--- config.mk ---
export PLATFORM = sky130hd
export DESIGN_NAME = pixelDualCounter
export DESIGN_NICKNAME = d
export VERILOG_FILES = /design/src/rtl/pdcPkg.sv /design/src/rtl/pdcChainCounter.sv /design/src/rtl/pdcControl.sv /design/src/rtl/pdcDatapath.sv /design/src/rtl/pixelDualCounter.sv
export SDC_FILE = /design/constraint.sdc
export NUM_CORES = 1
export LEC_CHECK = 0
export CAP_MARGIN = 20
export CELL_PAD_IN_SITES_DETAIL_PLACEMENT = 1
export CELL_PAD_IN_SITES_GLOBAL_PLACEMENT = 1
export CORE_UTILIZATION = 32
export CTS_BUF_LIST = sky130_fd_sc_hd__clkbuf_8
export DETAILED_ROUTE_END_ITERATION = 6
export DONT_BUFFER_PORTS = 1
export GPL_TIMING_DRIVEN = 0
export PLACE_DENSITY = 0.54
export SLEW_MARGIN = 20
export SYNTH_ARGS = -nofsm -noshare
export SYNTH_HDL_FRONTEND = slang
export SYNTH_SLANG_ARGS = --single-unit
--- constraint.sdc ---
create_clock -name clk -period 7 [get_ports clk]
set_input_delay 0 -clock clk [delete_from_list [all_inputs] [get_ports clk]]
set_output_delay 0 -clock clk [all_outputs]
set_load 0.02 [all_outputs]
--- src/rtl/pdcPkg.sv ---
package pdcPkg;
  // a 2x2 group of pixel cells
  localparam int NPIX = 4;

  // strobes from control to datapath, one bit per pixel lane
  typedef struct packed {
    logic            clr;
    logic [NPIX-1:0] totInc;
    logic [NPIX-1:0] secInc;
    logic [NPIX-1:0] hitSet;
  } pdcStrobes_t;
endpackage

--- src/rtl/pdcChainCounter.sv ---
module pdcChainCounter #(
  parameter int W     = 4,
  parameter int NLANE = 4
) (
  input  logic               clk,
  input  logic               rstN,
  input  logic               clr,
  input  logic               superEn,
  input  logic [NLANE-1:0]   inc,
  output logic [NLANE*W-1:0] cntOut
);
  localparam logic [W-1:0] MAXV = '1;

  logic [W-1:0] cnt  [NLANE];
  logic [W-1:0] base [NLANE];
  logic [NLANE:0] belowFull;

  // belowFull[i]: every lane under i is at its maximum (carry reaches i)
  always_comb begin
    belowFull[0] = 1'b1;
    for (int i = 0; i < NLANE; i++) begin
      belowFull[i+1] = belowFull[i] & (base[i] == MAXV);
    end
  end

  for (genvar g = 0; g < NLANE; g++) begin : gLane
    logic bumpNorm;
    logic bumpSup;
    assign base[g]  = clr ? '0 : cnt[g];
    assign bumpNorm = inc[g] && (base[g] != MAXV);
    assign bumpSup  = inc[0] && belowFull[g] && !belowFull[NLANE];

    always_ff @(posedge clk or negedge rstN) begin
      if (!rstN) begin
        cnt[g] <= '0;
      end else if (superEn ? bumpSup : bumpNorm) begin
        cnt[g] <= base[g] + 1'b1;
      end else begin
        cnt[g] <= base[g];
      end
    end

    assign cntOut[g*W +: W] = cnt[g];
  end
endmodule

--- src/rtl/pdcControl.sv ---
module pdcControl
  import pdcPkg::*;
(
  input  logic            clk,
  input  logic            rstN,
  input  logic            shutter,
  input  logic [NPIX-1:0] disc,
  input  logic            countMode,
  input  logic            superEn,
  output pdcStrobes_t     strobes
);
  logic            shutPrev;
  logic [NPIX-1:0] discPrev;
  logic [NPIX-1:0] toaRun;
  logic            openEv;
  logic [NPIX-1:0] discEff;
  logic [NPIX-1:0] discEffPrev;
  logic [NPIX-1:0] rise;
  logic [NPIX-1:0] toaInc;
  logic [NPIX-1:0] cntInc;

  assign openEv = shutter & ~shutPrev;

  // in super-pixel mode every lane sees the OR of the group
  for (genvar p = 0; p < NPIX; p++) begin : gPix
    assign discEff[p]     = superEn ? |disc     : disc[p];
    assign discEffPrev[p] = superEn ? |discPrev : discPrev[p];
    assign rise[p]        = discEff[p] & ~discEffPrev[p];
    assign toaInc[p]      = shutter & (rise[p] | (toaRun[p] & ~openEv));
    assign cntInc[p]      = shutter & rise[p];
  end

  always_ff @(posedge clk or negedge rstN) begin
    if (!rstN) begin
      shutPrev <= 1'b0;
      discPrev <= '0;
      toaRun   <= '0;
    end else begin
      shutPrev <= shutter;
      discPrev <= disc;
      if (shutter) begin
        toaRun <= (openEv ? '0 : toaRun) | rise;
      end
    end
  end

  always_comb begin
    strobes.clr    = openEv;
    strobes.totInc = {NPIX{shutter}} & discEff;
    strobes.secInc = countMode ? cntInc : toaInc;
    strobes.hitSet = {NPIX{shutter}} & discEff;
  end
endmodule

--- src/rtl/pdcDatapath.sv ---
module pdcDatapath
  import pdcPkg::*;
#(
  parameter int CNT_W = 4
) (
  input  logic                  clk,
  input  logic                  rstN,
  input  logic                  superEn,
  input  pdcStrobes_t           strobes,
  output logic [NPIX*CNT_W-1:0] totOut,
  output logic [NPIX*CNT_W-1:0] secOut,
  output logic [NPIX-1:0]       hitOut
);
  logic [NPIX-1:0] hitFlag;

  pdcChainCounter #(.W(CNT_W), .NLANE(NPIX)) i_totCnt (
    .clk     (clk),
    .rstN    (rstN),
    .clr     (strobes.clr),
    .superEn (superEn),
    .inc     (strobes.totInc),
    .cntOut  (totOut)
  );

  pdcChainCounter #(.W(CNT_W), .NLANE(NPIX)) i_secCnt (
    .clk     (clk),
    .rstN    (rstN),
    .clr     (strobes.clr),
    .superEn (superEn),
    .inc     (strobes.secInc),
    .cntOut  (secOut)
  );

  always_ff @(posedge clk or negedge rstN) begin
    if (!rstN) begin
      hitFlag <= '0;
    end else if (strobes.clr) begin
      hitFlag <= strobes.hitSet;
    end else begin
      hitFlag <= hitFlag | strobes.hitSet;
    end
  end

  assign hitOut = hitFlag;
endmodule

--- src/rtl/pixelDualCounter.sv ---
module pixelDualCounter
  import pdcPkg::*;
#(
  parameter int CNT_W = 4
) (
  input  logic                  clk,
  input  logic                  rstN,
  input  logic                  shutter,
  input  logic [NPIX-1:0]       disc,
  input  logic                  countMode,
  input  logic                  superEn,
  output logic [NPIX*CNT_W-1:0] totOut,
  output logic [NPIX*CNT_W-1:0] secOut,
  output logic [NPIX-1:0]       hitOut
);
  pdcStrobes_t strobes;

  pdcControl i_control (
    .clk       (clk),
    .rstN      (rstN),
    .shutter   (shutter),
    .disc      (disc),
    .countMode (countMode),
    .superEn   (superEn),
    .strobes   (strobes)
  );

  pdcDatapath #(.CNT_W(CNT_W)) i_datapath (
    .clk     (clk),
    .rstN    (rstN),
    .superEn (superEn),
    .strobes (strobes),
    .totOut  (totOut),
    .secOut  (secOut),
    .hitOut  (hitOut)
  );
endmodule

==> metrics.sh, run 1 <==
SYNTH_AREA_SQ_UM=2550
TIMING_WORST_SLEW_PIN_VALUE_NS=0.567
FMAXACHIEVABLE_MHz=264
PORT-BUFFER-COUNT=0
POST_CTS_RESIZE_COUNT=0
FINAL_ANTENNA_NET_COUNT=0
FIN_SETUP_TNS_NS=0
MIN_PERIOD_OVER_PERIOD=0.541
YS_ASYNC_SR_FRACTION=1.00
SYNTH_EDF_COUNT=0
POSTSYNTHAREAPERCELL_SQ_UM=9.82
R2R.WORST_PATH.CELLS=11
MULTI_INPUT_COMB_AREA_SQ_UM=1370
N_ANTENNA_CELL=0
CORE.ROWCOUNT=32
AREA_GROWTH_PCT=11.8
CP_DATA_ARRIVAL_TIME_NS=3.99
DRT-PASS1-ITER-COUNT=4
CRITICAL_PATH.STARTPOINT_TYPE='register'
DRIVE_ABOVE_1_SHARE=0.0766
REGISTER_AREA_SQ_UM=1130
DRC_VIOLS=0
FIRST_GLOBAL_VIAS=2272
CLOCKBUFFERDEPTH=2
POSTCTSHOLDBUFS=7
INITIAL_CORE_UTIL=0.330
POST_SYNTH_NUM_CELL_TYPES=52
NUM_IO_PINS=45
WORST_SETUP_PATH_ENDPOINT='i_datapath.i_secCnt.cntOut[13]'
NUMCLOCKSINKS=45
CTS_POST_SETUP_BUFFERS_INSERTED=0
ROUTABILITY_CONGESTION_ESTIMATE_FROM_GLOBAL_PLACEMENT=0.738
HOLD_VIOLATIONS=0
TRITONCTS='done'
STARTPOINT_OF_THE_WORST_REGISTER_TO_REGISTER_PATH='i_control.shutPrev'
CLKTRANSATPATHREGS_NS=0.09
RESULT_OF_THE_RUN='completed'
WORSTSETUPPATHTYPE='register to register'
MAX-CAP-VIOLATIONS=0
WL_MICRONS=7360
GLOBALROUTETOTALUTIL=0.195
SYNTH-SEQ-AREA-SHARE=0.441
DRT_ITER0_DRC=58
POWER-PER-CELL-AREA_nW_PER_UM2=223
GRT_OVERFLOW=0
GRT_ANTENNA_BEFORE_REPAIR=0
CTSHTREEMAXLEVEL=2
POST-DP-HPWL_MICRONS=5330
FINAL_NET_COUNT=291
WORST_SKEW_PAIR.LATE_LATENCY_NS=0.30
NETLIST_TOP_CELLS_AREA='dfrtp_1 44%, and2_1 4.7%, nand2_1 4.6%'
YOSYS_MOST_USED_DFF='dfrtp_1'
MAPPEDNETLISTNETS=277
WORST_CLOCK_SKEW_NS=0.00465
SYNTH_LARGEST_AREA_CELL='dfrtp_1'
CRIT_REQUIRED_NS=7.20
FLOORPLAN.DIE_AREA_SQ_UM=8340
DIE_SPAN_IN_X_MICRONS=91.3
DIE_Y_MICRONS=91.3
SLEW-LIMIT-HEADROOM=0.622
FINALPOWER_mW=0.635
MAX_SLEW_VIOLATIONS=0
PIN_COUNT_OF_THE_BIGGEST_NET_ENTERING_GLOBAL_ROUTING=46
LEAKAGE_nW=1.21
YOSYS.AREA.TOP_TYPE_SHARE=0.441
SYNTH-SEQ-CELLS=45
FINALSETUPVIOLATIONS=0
SETUP.REG_TO_REG.WORST_SLACK_NS=3.21
DPL.CELL_COUNT=362
WL_PER_CELL_MICRONS=19.6
WORST_HOLD_PATH_TYPE='input pin to register'
NUMBER_OF_BUFFERS_CREATED_BY_CTS=5
CORE_AREA_SQ_UM=7730
YOSYS-TOP-CELLS-COUNT='45 x dfrtp_1, 31 x nand2_1, 19 x and2_1, 13 x nand3_1, 11 x o21ai_0'
NUM_VIAS=2075
CRITPATHLAUNCH='i_control.shutPrev'
GRT_PASS1_WL_MICRONS=12500
FIN_CRIT_NS=3.79
TIMING.CRITICAL_PATH.TO_TYPE='register'
MOST_COMMON_CELL_IN_THE_SYNTHESIZED_NETLIST='dfrtp_1'
DRT_VIA_DENSITY=5.52
SYNTH-WARNING-COUNT=0
CRIT-REG2REG-CAPTURE='i_datapath.i_secCnt.cntOut[13]'
POWER.IR.VDD_WORST_mV=0.0713
CP_MAX_FO=10
RSZ0062_AT_GRT='no'
NFILLCELLS=883
SYNTHCELLS=260
CLOCK-ROOT-BUFFER='clkbuf_8'
FIN_CELLS=376
report_power, final:
part           switching [mW]  leakage (nW)  internal (mW)
Sequential             0.0677         0.583          0.292
Combinational          0.0569         0.579         0.0458
Clock                  0.0950        0.0485         0.0773
Total                   0.220          1.21          0.416
through the flow:
| stage | util | area [sq um] | setup WS, ns | hold slack [ns] |
|---|---|---|---|---|
| after CTS | 0.369 | 2850 | 3.11 | 0.0199 |
| final | 0.369 | 2850 | 3.21 | 0.0290 |
| after global placement | 0.347 | 2680 | 3.13 | -0.294 |
| after floorplan | - | 2550 | 4.14 | -0.296 |
| after global routing | 0.369 | 2850 | 2.93 | 0.0593 |
| after detailed placement | 0.347 | 2680 | 3.12 | -0.294 |
worst max-delay path, stage by stage, from the launching register on:
cell      delay, ns
dfrtp_1        0.53
nand2b_1       0.25
buf_2          0.27
buf_2          0.30
clkbuf_1       0.48
and2_1         0.25
ha_1           0.24
nand3_1        0.14
or4_4          0.47
o31ai_4        0.33
nand2_2        0.11
mux2_4         0.31
worst min-delay path by stage:
stage	start	endpoint	slack, ns	cells after the start
CTS	disc[1]	i_datapath.hitOut[3]	0.02	4
global route	disc[3]	i_datapath.i_totCnt.cntOut[14]	0.06	3
detailed placement	rstN	i_datapath.hitOut[3]	-0.29	0
finish	disc[1]	i_datapath.hitOut[3]	0.03	4
floorplan	rstN	i_control.discPrev[0]	-0.30	0
global placement	rstN	i_datapath.i_secCnt.cntOut[13]	-0.29	0
metal layers:
layer / up-vias / wire, microns / GRT usage
met5: - / 0 / 0
met4: 0 / 59 / 0.0397
met3: 6 / 279 / 0.0486
met2: 34 / 3420 / 0.313
met1: 1047 / 3610 / 0.267
li1: 988 / - / -
flip-flops by register name, indices dropped and copies added, names as in the netlist:
| signal | count |
|---|---|
| i_control.discPrev | 4 |
| i_control.shutPrev | 1 |
| i_control.toaRun | 4 |
| i_datapath.hitOut | 4 |
| i_datapath.i_secCnt.cntOut | 16 |
| i_datapath.i_totCnt.cntOut | 16 |
area by class of cell:
type / instances / share of cell area
multi-input cells: 201 / 0.479
flip-flops and latches: 45 / 0.395
well taps: 102 / 0.0447
repair buffers: 7 / 0.0307
clock buffers: 6 / 0.0289
plain buffers: 10 / 0.0153
inverters: 4 / 0.00526
clock inverters: 1 / 0.00132
logic make-up (layout without fill, tap and decap cells):
group / after synthesis / count (layout) / synth area share
buffers and inverters: 14 / 28 / 0.0230
multiplexers: 12 / 12 / 0.0525
AO/OA/AOI/OAI: 54 / 54 / 0.150
AND/OR/NAND/NOR: 115 / 115 / 0.253
adder cells (fa/ha/maj): 8 / 8 / 0.0392
XOR/XNOR: 12 / 12 / 0.0412
flip-flops: 45 / 45 / 0.441
layout by cell type, fill, tap and decap left out, types with 5 or more instances in the layout:
master,netlist,final
dlygate4sd3_1,0,6
nand4_1,10,10
nand3_1,13,13
a21oi_1,9,9
and3_1,6,6
mux2_1,7,7
buf_2,5,5
nand2_1,31,31
and2_1,19,19
ha_1,8,8
nor2_1,8,8
xnor2_1,5,5
xor2_1,7,7
clkbuf_1,5,5
inv_1,4,5
nor3_1,6,6
clkbuf_8,0,6
o21ai_0,11,11
dfrtp_1,45,45
Power figures use the tool's default switching activity.
==> run 2: changes to the inputs <==
Settings changed: ABC_AREA from default to 1, PLACE_DENSITY 0.54 to 0.59.
Clock period 7 ns to 3.3 ns, I/O delays scaled along.
==> metrics.sh, run 2 <==
NFILLCELLS=1024  # +16%
GRT_ANTENNA_BEFORE_REPAIR=0  # unchanged
INTERNAL_POWER_mW=0.831  # +100%
MOSTFREQUENTLAYOUTCELLS='109 x nand2_1, 45 x dfrtp_1, 44 x inv_1'
CPMAXSTAGEDELAYCELL='clkbuf_1'
FINAL_COMMON_CELL='nand2_1'
POWER-PER-CELL-AREA_nW_PER_UM2=428  # +92%
SYNTH_AREA_SQ_UM=2690  # +5.4%
VIOLATIONS='negative hold slack'
DRIVE_ABOVE_1_SHARE=0.0916  # +0.0150
POSTSYNTHAREAPERCELL_SQ_UM=7.56  # -23%
TIMING.HOLD.WS_NS=-0.0115  # -0.0404 ns
SYNTH-WARNING-COUNT=0  # unchanged
PATH_DELAY_FAMILY='simple AND/OR/NAND/NOR gates'
POWER.SHARE.SEQUENTIAL=0.558  # -0.009
DIE_SPAN_IN_X_MICRONS=93.7  # +2.6%
CRIT-REG2REG-CAPTURE='i_datapath.i_secCnt.cntOut[2]'
FIN_CRIT_NS=2.85  # -0.939 ns
PIN_COUNT_OF_THE_BIGGEST_NET_ENTERING_GLOBAL_ROUTING=46  # unchanged
NUM_IO_PINS=45  # unchanged
FINALSETUPVIOLATIONS=0  # unchanged
SYNTH-SEQ-CELLS=45  # unchanged
CRIT_REQUIRED_NS=3.55  # -3.65 ns
CRITPATHBUFINV=4  # +1
FIRST_GLOBAL_VIAS=2596  # +14%
POST-DP-HPWL_MICRONS=5500  # +3.0%
SLOWEST_DELAY_NS=0.50  # -0.03 ns
TIMING.CRITICAL_PATH.TO_TYPE='register'
LEAKAGE_nW=1.53  # +27%
SLEW-LIMIT-HEADROOM=0.591  # -0.0306
INITIAL_CORE_UTIL=0.329  # -0.00111
NUMBER_OF_BUFFERS_CREATED_BY_CTS=5  # unchanged
MIN_PERIOD_OVER_PERIOD=0.864  # +0.323
YOSYS.AREA.TOP_TYPE_SHARE=0.418  # -0.0228
CORE.ROWCOUNT=33  # +3.1%
GLOBALROUTETOTALUTIL=0.193  # -0.00202
YOSYS-TOP-CELLS-COUNT='109 x nand2_1, 45 x dfrtp_1, 43 x inv_1, 42 x nand3_1, 34 x nor2_1'
DETAILROUTE.WIRELENGTH.MET3_MICRONS=324  # +16%
MET1_LENGTH_MICRONS=3360  # -6.8%
WORSTSETUPPATHTYPE='register to register'
DRC_VIOLS=0  # unchanged
MAX-CAP-VIOLATIONS=0  # unchanged
CP_MAX_FO=10  # unchanged
DR.MAX_LAYER_USED='met4'
FINALPOWER_mW=1.28  # +100%
HOLD_DEPTH=2  # -2
CLOCK-ROOT-BUFFER='clkbuf_8'
POST_SYNTH_NUM_CELL_TYPES=31  # -40%
DRT_VIA_DENSITY=4.89  # -11%
WL_MICRONS=7640  # +3.8%
GRT_OVERFLOW=0  # unchanged
R2R.WORST_PATH.CELLS=15  # +4
NUM_VIAS=2326  # +12%
NETLIST_TOP_CELLS_AREA='dfrtp_1 42%, nand2_1 15%, nand3_1 7.8%'
DETAILROUTE.WIRELENGTH.MET2_MICRONS=3880  # +13%
GRT_PASS1_WL_MICRONS=13000  # +3.5%
CLOCKBUFFERDEPTH=2  # unchanged
MAPPEDNETLISTNETS=373  # +35%
SYNTH_EDF_COUNT=0  # unchanged
CTSHTREEMAXLEVEL=2  # unchanged
WORST_CLOCK_SKEW_NS=0.00658  # +0.00192 ns
AREA_GROWTH_PCT=11.2
ROUTABILITY_CONGESTION_ESTIMATE_FROM_GLOBAL_PLACEMENT=0.776  # +5.2%
DRT-PASS1-ITER-COUNT=4  # unchanged
WORST_HOLD_PATH_TYPE='input pin to register'
TRITONCTS='done'
MAX_SLEW_VIOLATIONS=0  # unchanged
CORE_AREA_SQ_UM=8180  # +5.8%
CP_CELL_SEQUENCE='inv_2, nand2_4, buf_4, clkbuf_1, nand2_1, inv_1, ha_1, nand2_1, nor2_1, nand2_1, nor2_1, o21bai_1, nand2_1, nand2_1, nand2_1'
CTS_POST_SETUP_BUFFERS_INSERTED=0  # unchanged
FMAXACHIEVABLE_MHz=351  # +33%
YOSYS_MOST_USED_DFF='dfrtp_1'
PLACEMENT.CELL_AREA_SQ_UM=2820  # +5.3%
WHS_ENDPOINT='i_datapath.hitOut[1]'
STARTPOINT_OF_THE_WORST_REGISTER_TO_REGISTER_PATH='i_control.shutPrev'
CLOCK_POWER_SHARE=0.267  # -0.004
CRITICAL_PATH.STARTPOINT_TYPE='register'
FINAL_NET_COUNT=387  # +33%
SETUP.REG_TO_REG.WORST_SLACK_NS=0.45  # -2.76 ns
POSTCTSHOLDBUFS=7  # unchanged
POSTLAYOUTCELLAREA_SQ_UM=2990  # +4.9%
PWR-SHARE-COMB=0.175  # +0.013
POWER_SWITCHING_SHARE=0.350  # +0.00450
TIMING_WORST_SLEW_PIN_VALUE_NS=0.613  # +0.0459 ns
MOST_COMMON_CELL_IN_THE_SYNTHESIZED_NETLIST='nand2_1'
DPL.CELL_COUNT=461  # +27%
DIE_Y_MICRONS=93.7  # +2.6%
RSZ0062_AT_GRT='no'
CP_DATA_ARRIVAL_TIME_NS=3.10  # -0.89 ns
PORT-BUFFER-COUNT=0  # unchanged
RESULT_OF_THE_RUN='finished with violations'
SYNTH_LARGEST_AREA_CELL='dfrtp_1'
CRIT_TOP_CELL='nand2_1'
NUMCLOCKSINKS=45  # unchanged
HOLD_VIOLATIONS=1  # +1
FIN_SETUP_TNS_NS=0  # unchanged
WORST_SKEW_PAIR.LATE_LATENCY_NS=0.30  # about the same
SWITCHING_POWER_mW=0.448  # +100%
FLOORPLAN.DIE_AREA_SQ_UM=8780  # +5.3%
N_ANTENNA_CELL=0  # unchanged
SYNTH-SEQ-AREA-SHARE=0.418  # -0.0228
DRT_ITER0_DRC=78  # +34%
FINAL_ANTENNA_NET_COUNT=0  # unchanged
SYNTHCELLS=356  # +37%
POST_CTS_RESIZE_COUNT=0  # unchanged
HOLDCRITSTARTPOINT='disc[1]'
YS_ASYNC_SR_FRACTION=1.00  # unchanged
UTILIZATION=0.366  # -0.00325
CLKTRANSATPATHREGS_NS=0.09  # about the same
POWER.IR.VDD_WORST_mV=0.162  # +130%
WL_PER_CELL_MICRONS=16.1  # -18%
FIN_CELLS=476  # +27%
## run 2: cell type report
cell class                 instances  area, sq um  area share
tap                              105          131      0.0439
inverter                          45          169      0.0564
buffer                             5         28.8     0.00962
multi-input combinational        261         1370       0.457
clock buffer                       5         68.8      0.0230
sequential                        45         1130       0.376
timing repair buffer               7         87.6      0.0293
clock inverter                     3         13.8     0.00460
## run 2: worst max-delay path by stage
stage / from / to / cells past startpoint
final: i_control.shutPrev / i_datapath.i_secCnt.cntOut[2] / 15
after global routing: i_control.shutPrev / i_datapath.i_secCnt.cntOut[1] / 15
after CTS: i_control.shutPrev / i_datapath.i_secCnt.cntOut[2] / 15
after detailed placement: i_control.shutPrev / i_datapath.i_secCnt.cntOut[2] / 15
after global placement: i_control.shutPrev / i_datapath.i_secCnt.cntOut[6] / 16
after floorplan: i_control.shutPrev / i_datapath.i_secCnt.cntOut[4] / 16
## run 2: power by group through the flow
stage | Sequential [mW] | Clock (mW) | Combinational, mW
3_5_place_dp | 0.726 | 0 | 0.204
6_report | 0.714 | 0.342 | 0.223
3_3_place_gp | 0.726 | 0 | 0.196
5_1_grt | 0.724 | 0.374 | 0.262
2_1_floorplan | 0.711 | 0 | 0.160
4_1_cts | 0.716 | 0.359 | 0.229
## run 2: kinds of logic after synthesis
logic type	count (synthesis)	share of synthesized area
AOI/OAI and AO/OA	18	0.0456
xor gates and xnor gates	15	0.0488
adders and majority gates	8	0.0372
buffers and inverters	50	0.0735
DFF	45	0.418
and+or+nand+nor	220	0.377
## run 2: per-layer routing
layer | vias up | GRT usage
met2 | 34 | 0.342
met4 | 0 | 0.0564
met3 | 7 | 0.0453
li1 | 1158 | -
met5 | - | 0
met1 | 1127 | 0.231
## run 2: stage by stage
stage | hold WS (ns) | setup WS (ns)
global route | 0.0215 | 0.0775
detailed placement | -0.294 | 0.385
CTS | 0.00101 | 0.362
global placement | -0.294 | 0.433
finish | -0.0115 | 0.448
floorplan | -0.296 | 1.11
==> run 3: changes to the inputs <==
Settings changed: CELL_PAD_IN_SITES_DETAIL_PLACEMENT 1 to 2, CELL_PAD_IN_SITES_GLOBAL_PLACEMENT 1 to 2, CTS_CLUSTER_DIAMETER from default to 50, PLACE_DENSITY 0.59 to 0.72.
==> metrics.sh, run 3 (synthesis gave the netlist of run 2 again) <==
RESULT_OF_THE_RUN='finished with violations'
VIOLATIONS='negative hold slack'
AREA_GROWTH_PCT=11.9
GRT_OVERFLOW=0  # unchanged
PORT-BUFFER-COUNT=0  # unchanged
POWER-PER-CELL-AREA_nW_PER_UM2=445  # +4.1%
POWER.IR.VDD_WORST_mV=0.187  # +16%
FIN_CELLS=476  # unchanged
CLKTRANSATPATHREGS_NS=0.10  # about the same
TRITONCTS='done'
N_ANTENNA_CELL=0  # unchanged
WORST_CLOCK_SKEW_NS=0.00715  # +0.000573 ns
CRITPATHLAUNCH='i_control.shutPrev'
FIN_SETUP_TNS_NS=0  # unchanged
GLOBALROUTETOTALUTIL=0.210  # +0.0163
FINAL_COMMON_CELL='nand2_1'
WORSTSETUPPATHTYPE='register to register'
NUM_IO_PINS=45  # unchanged
POST_CTS_RESIZE_COUNT=0  # unchanged
R2R.WORST_PATH.CELLS=16  # +1
ROUTABILITY_CONGESTION_ESTIMATE_FROM_GLOBAL_PLACEMENT=0.732  # -5.6%
DRIVE_ABOVE_1_SHARE=0.0943  # +0.00270
FINALPOWER_mW=1.34  # +4.8%
CTSHTREEMAXLEVEL=2  # unchanged
POST-DP-HPWL_MICRONS=6030  # +9.7%
CP_CELL_SEQUENCE='inv_2, nand2_4, buf_4, clkbuf_1, nand2_1, inv_1, ha_1, nand2_1, nor2_1, nand2_1, nor2_1, nor2_1, nand2_4, nand2_1, nand2_1, nand2_1'
WORST_HOLD_PATH_TYPE='input pin to register'
LEAKAGE_nW=1.54  # +0.34%
SLOWEST_DELAY_NS=0.51  # about the same
CLOCKBUFFERDEPTH=2  # unchanged
FINAL_ANTENNA_NET_COUNT=0  # unchanged
NUMBER_OF_BUFFERS_CREATED_BY_CTS=5  # unchanged
DRT_ITER0_DRC=99  # +27%
TIMING_WORST_SLEW_PIN_VALUE_NS=0.628  # +0.0149 ns
HOLD_DEPTH=2  # unchanged
NUM_VIAS=2415  # +3.8%
FMAXACHIEVABLE_MHz=336  # -4.1%
STARTPOINT_OF_THE_WORST_REGISTER_TO_REGISTER_PATH='i_control.shutPrev'
FIN_CRIT_NS=2.97  # +0.122 ns
INITIAL_CORE_UTIL=0.329  # unchanged
GRT_PASS1_WL_MICRONS=14100  # +8.4%
CP_DATA_ARRIVAL_TIME_NS=3.17  # +0.07 ns
CP_MAX_FO=10  # unchanged
CPMAXSTAGEDELAYCELL='clkbuf_1'
WL_PER_CELL_MICRONS=17.5  # +8.7%
CRIT-REG2REG-CAPTURE='i_datapath.i_secCnt.cntOut[4]'
FLOORPLAN.DIE_AREA_SQ_UM=8780  # unchanged
CORE.ROWCOUNT=33  # unchanged
TIMING.HOLD.WS_NS=-0.00291  # +0.00854 ns
MOSTFREQUENTLAYOUTCELLS='109 x nand2_1, 45 x dfrtp_1, 43 x inv_1'
DRC_VIOLS=0  # unchanged
HOLD_VIOLATIONS=1  # unchanged
RSZ0062_AT_GRT='no'
WL_MICRONS=8310  # +8.7%
MIN_PERIOD_OVER_PERIOD=0.901  # +0.0369
CORE_AREA_SQ_UM=8180  # unchanged
FIRST_GLOBAL_VIAS=2817  # +8.5%
MAX-CAP-VIOLATIONS=0  # unchanged
PIN_COUNT_OF_THE_BIGGEST_NET_ENTERING_GLOBAL_ROUTING=46  # unchanged
WORST_SKEW_PAIR.LATE_LATENCY_NS=0.31  # about the same
CRIT_TOP_CELL='nand2_1'
TIMING.CRITICAL_PATH.TO_TYPE='register'
CRITICAL_PATH.STARTPOINT_TYPE='register'
FINALSETUPVIOLATIONS=0  # unchanged
MAX_SLEW_VIOLATIONS=0  # unchanged
SETUP.REG_TO_REG.WORST_SLACK_NS=0.33  # -0.12 ns
NUMCLOCKSINKS=45  # unchanged
FINAL_NET_COUNT=387  # unchanged
CLOCK-ROOT-BUFFER='clkbuf_8'
DIE_Y_MICRONS=93.7  # unchanged
SLEW-LIMIT-HEADROOM=0.581  # -0.00991
DRT-PASS1-ITER-COUNT=4  # unchanged
CRIT_REQUIRED_NS=3.49  # -0.06 ns
DIE_SPAN_IN_X_MICRONS=93.7  # unchanged
GRT_ANTENNA_BEFORE_REPAIR=0  # unchanged
DPL.CELL_COUNT=461  # unchanged
DRT_VIA_DENSITY=5.07  # +3.8%
WORST_SETUP_PATH_ENDPOINT='i_datapath.i_secCnt.cntOut[4]'
==> run 3: changes by cell type in the layout (fill, tap and decap cells not counted), sizes merged <==
cell,delta
inv,-1
clkbuf,+2
clkinv,-1
==> run 3: what timing repair did <==
item                                   CTS  global route
endpoints found under the hold margin   56             0
hold buffers                             7             0
buffers inserted                         0             0
==> run 3: power breakdown <==
part	leakage (nW)	total, mW	internal (mW)	switching (mW)
clock	0.0542	0.399	0.190	0.208
sequential	0.583	0.714	0.606	0.108
combinational	0.900	0.227	0.0810	0.146
==> run 3: worst max-delay path, delay by kind of cell (launching register included) <==
family,cells,cell delay (ns)
buffers and inverters,4,0.92
and+or+nand+nor,11,1.35
DFF,1,0.40
adders and majority gates,1,0.19
==> run 3: worst min path at each step <==
stage	start	endpoint	slack [ns]
finish	disc[1]	i_datapath.hitOut[1]	-0.003
global route	disc[1]	i_datapath.hitOut[1]	0.02
CTS	disc[1]	i_datapath.hitOut[1]	0.0004
detailed placement	rstN	i_datapath.i_totCnt.cntOut[13]	-0.29
global placement	rstN	i_datapath.i_totCnt.cntOut[13]	-0.29
floorplan	rstN	i_control.discPrev[0]	-0.30
==> run 3: area by class of cell <==
class | instances | area (sq um)
plain buffers | 5 | 28.8
fillers | 960 | 5160
repair buffers | 7 | 87.6
well taps | 105 | 131
clock buffers | 7 | 96.3
multi-input cells | 261 | 1370
inverters | 45 | 169
clock inverters | 1 | 5.00
flip-flops and latches | 45 | 1130
==> run 3: metrics by stage <==
stage | setup slack (ns) | cell area [sq um] | util
after floorplan | 1.11 | 2690 | -
after global placement | 0.408 | 2820 | 0.345
after detailed placement | 0.279 | 2820 | 0.345
after CTS | 0.241 | 3010 | 0.368
after global routing | 0.0118 | 3010 | 0.368
final | 0.326 | 3010 | 0.368
==> run 3: per-layer routing <==
metal | GRT usage | vias up | routed length [microns]
li1 | - | 1166 | -
met1 | 0.248 | 1209 | 3590
met2 | 0.383 | 35 | 4300
met3 | 0.0461 | 5 | 345
met4 | 0.0474 | 0 | 76
met5 | 0 | - | 0
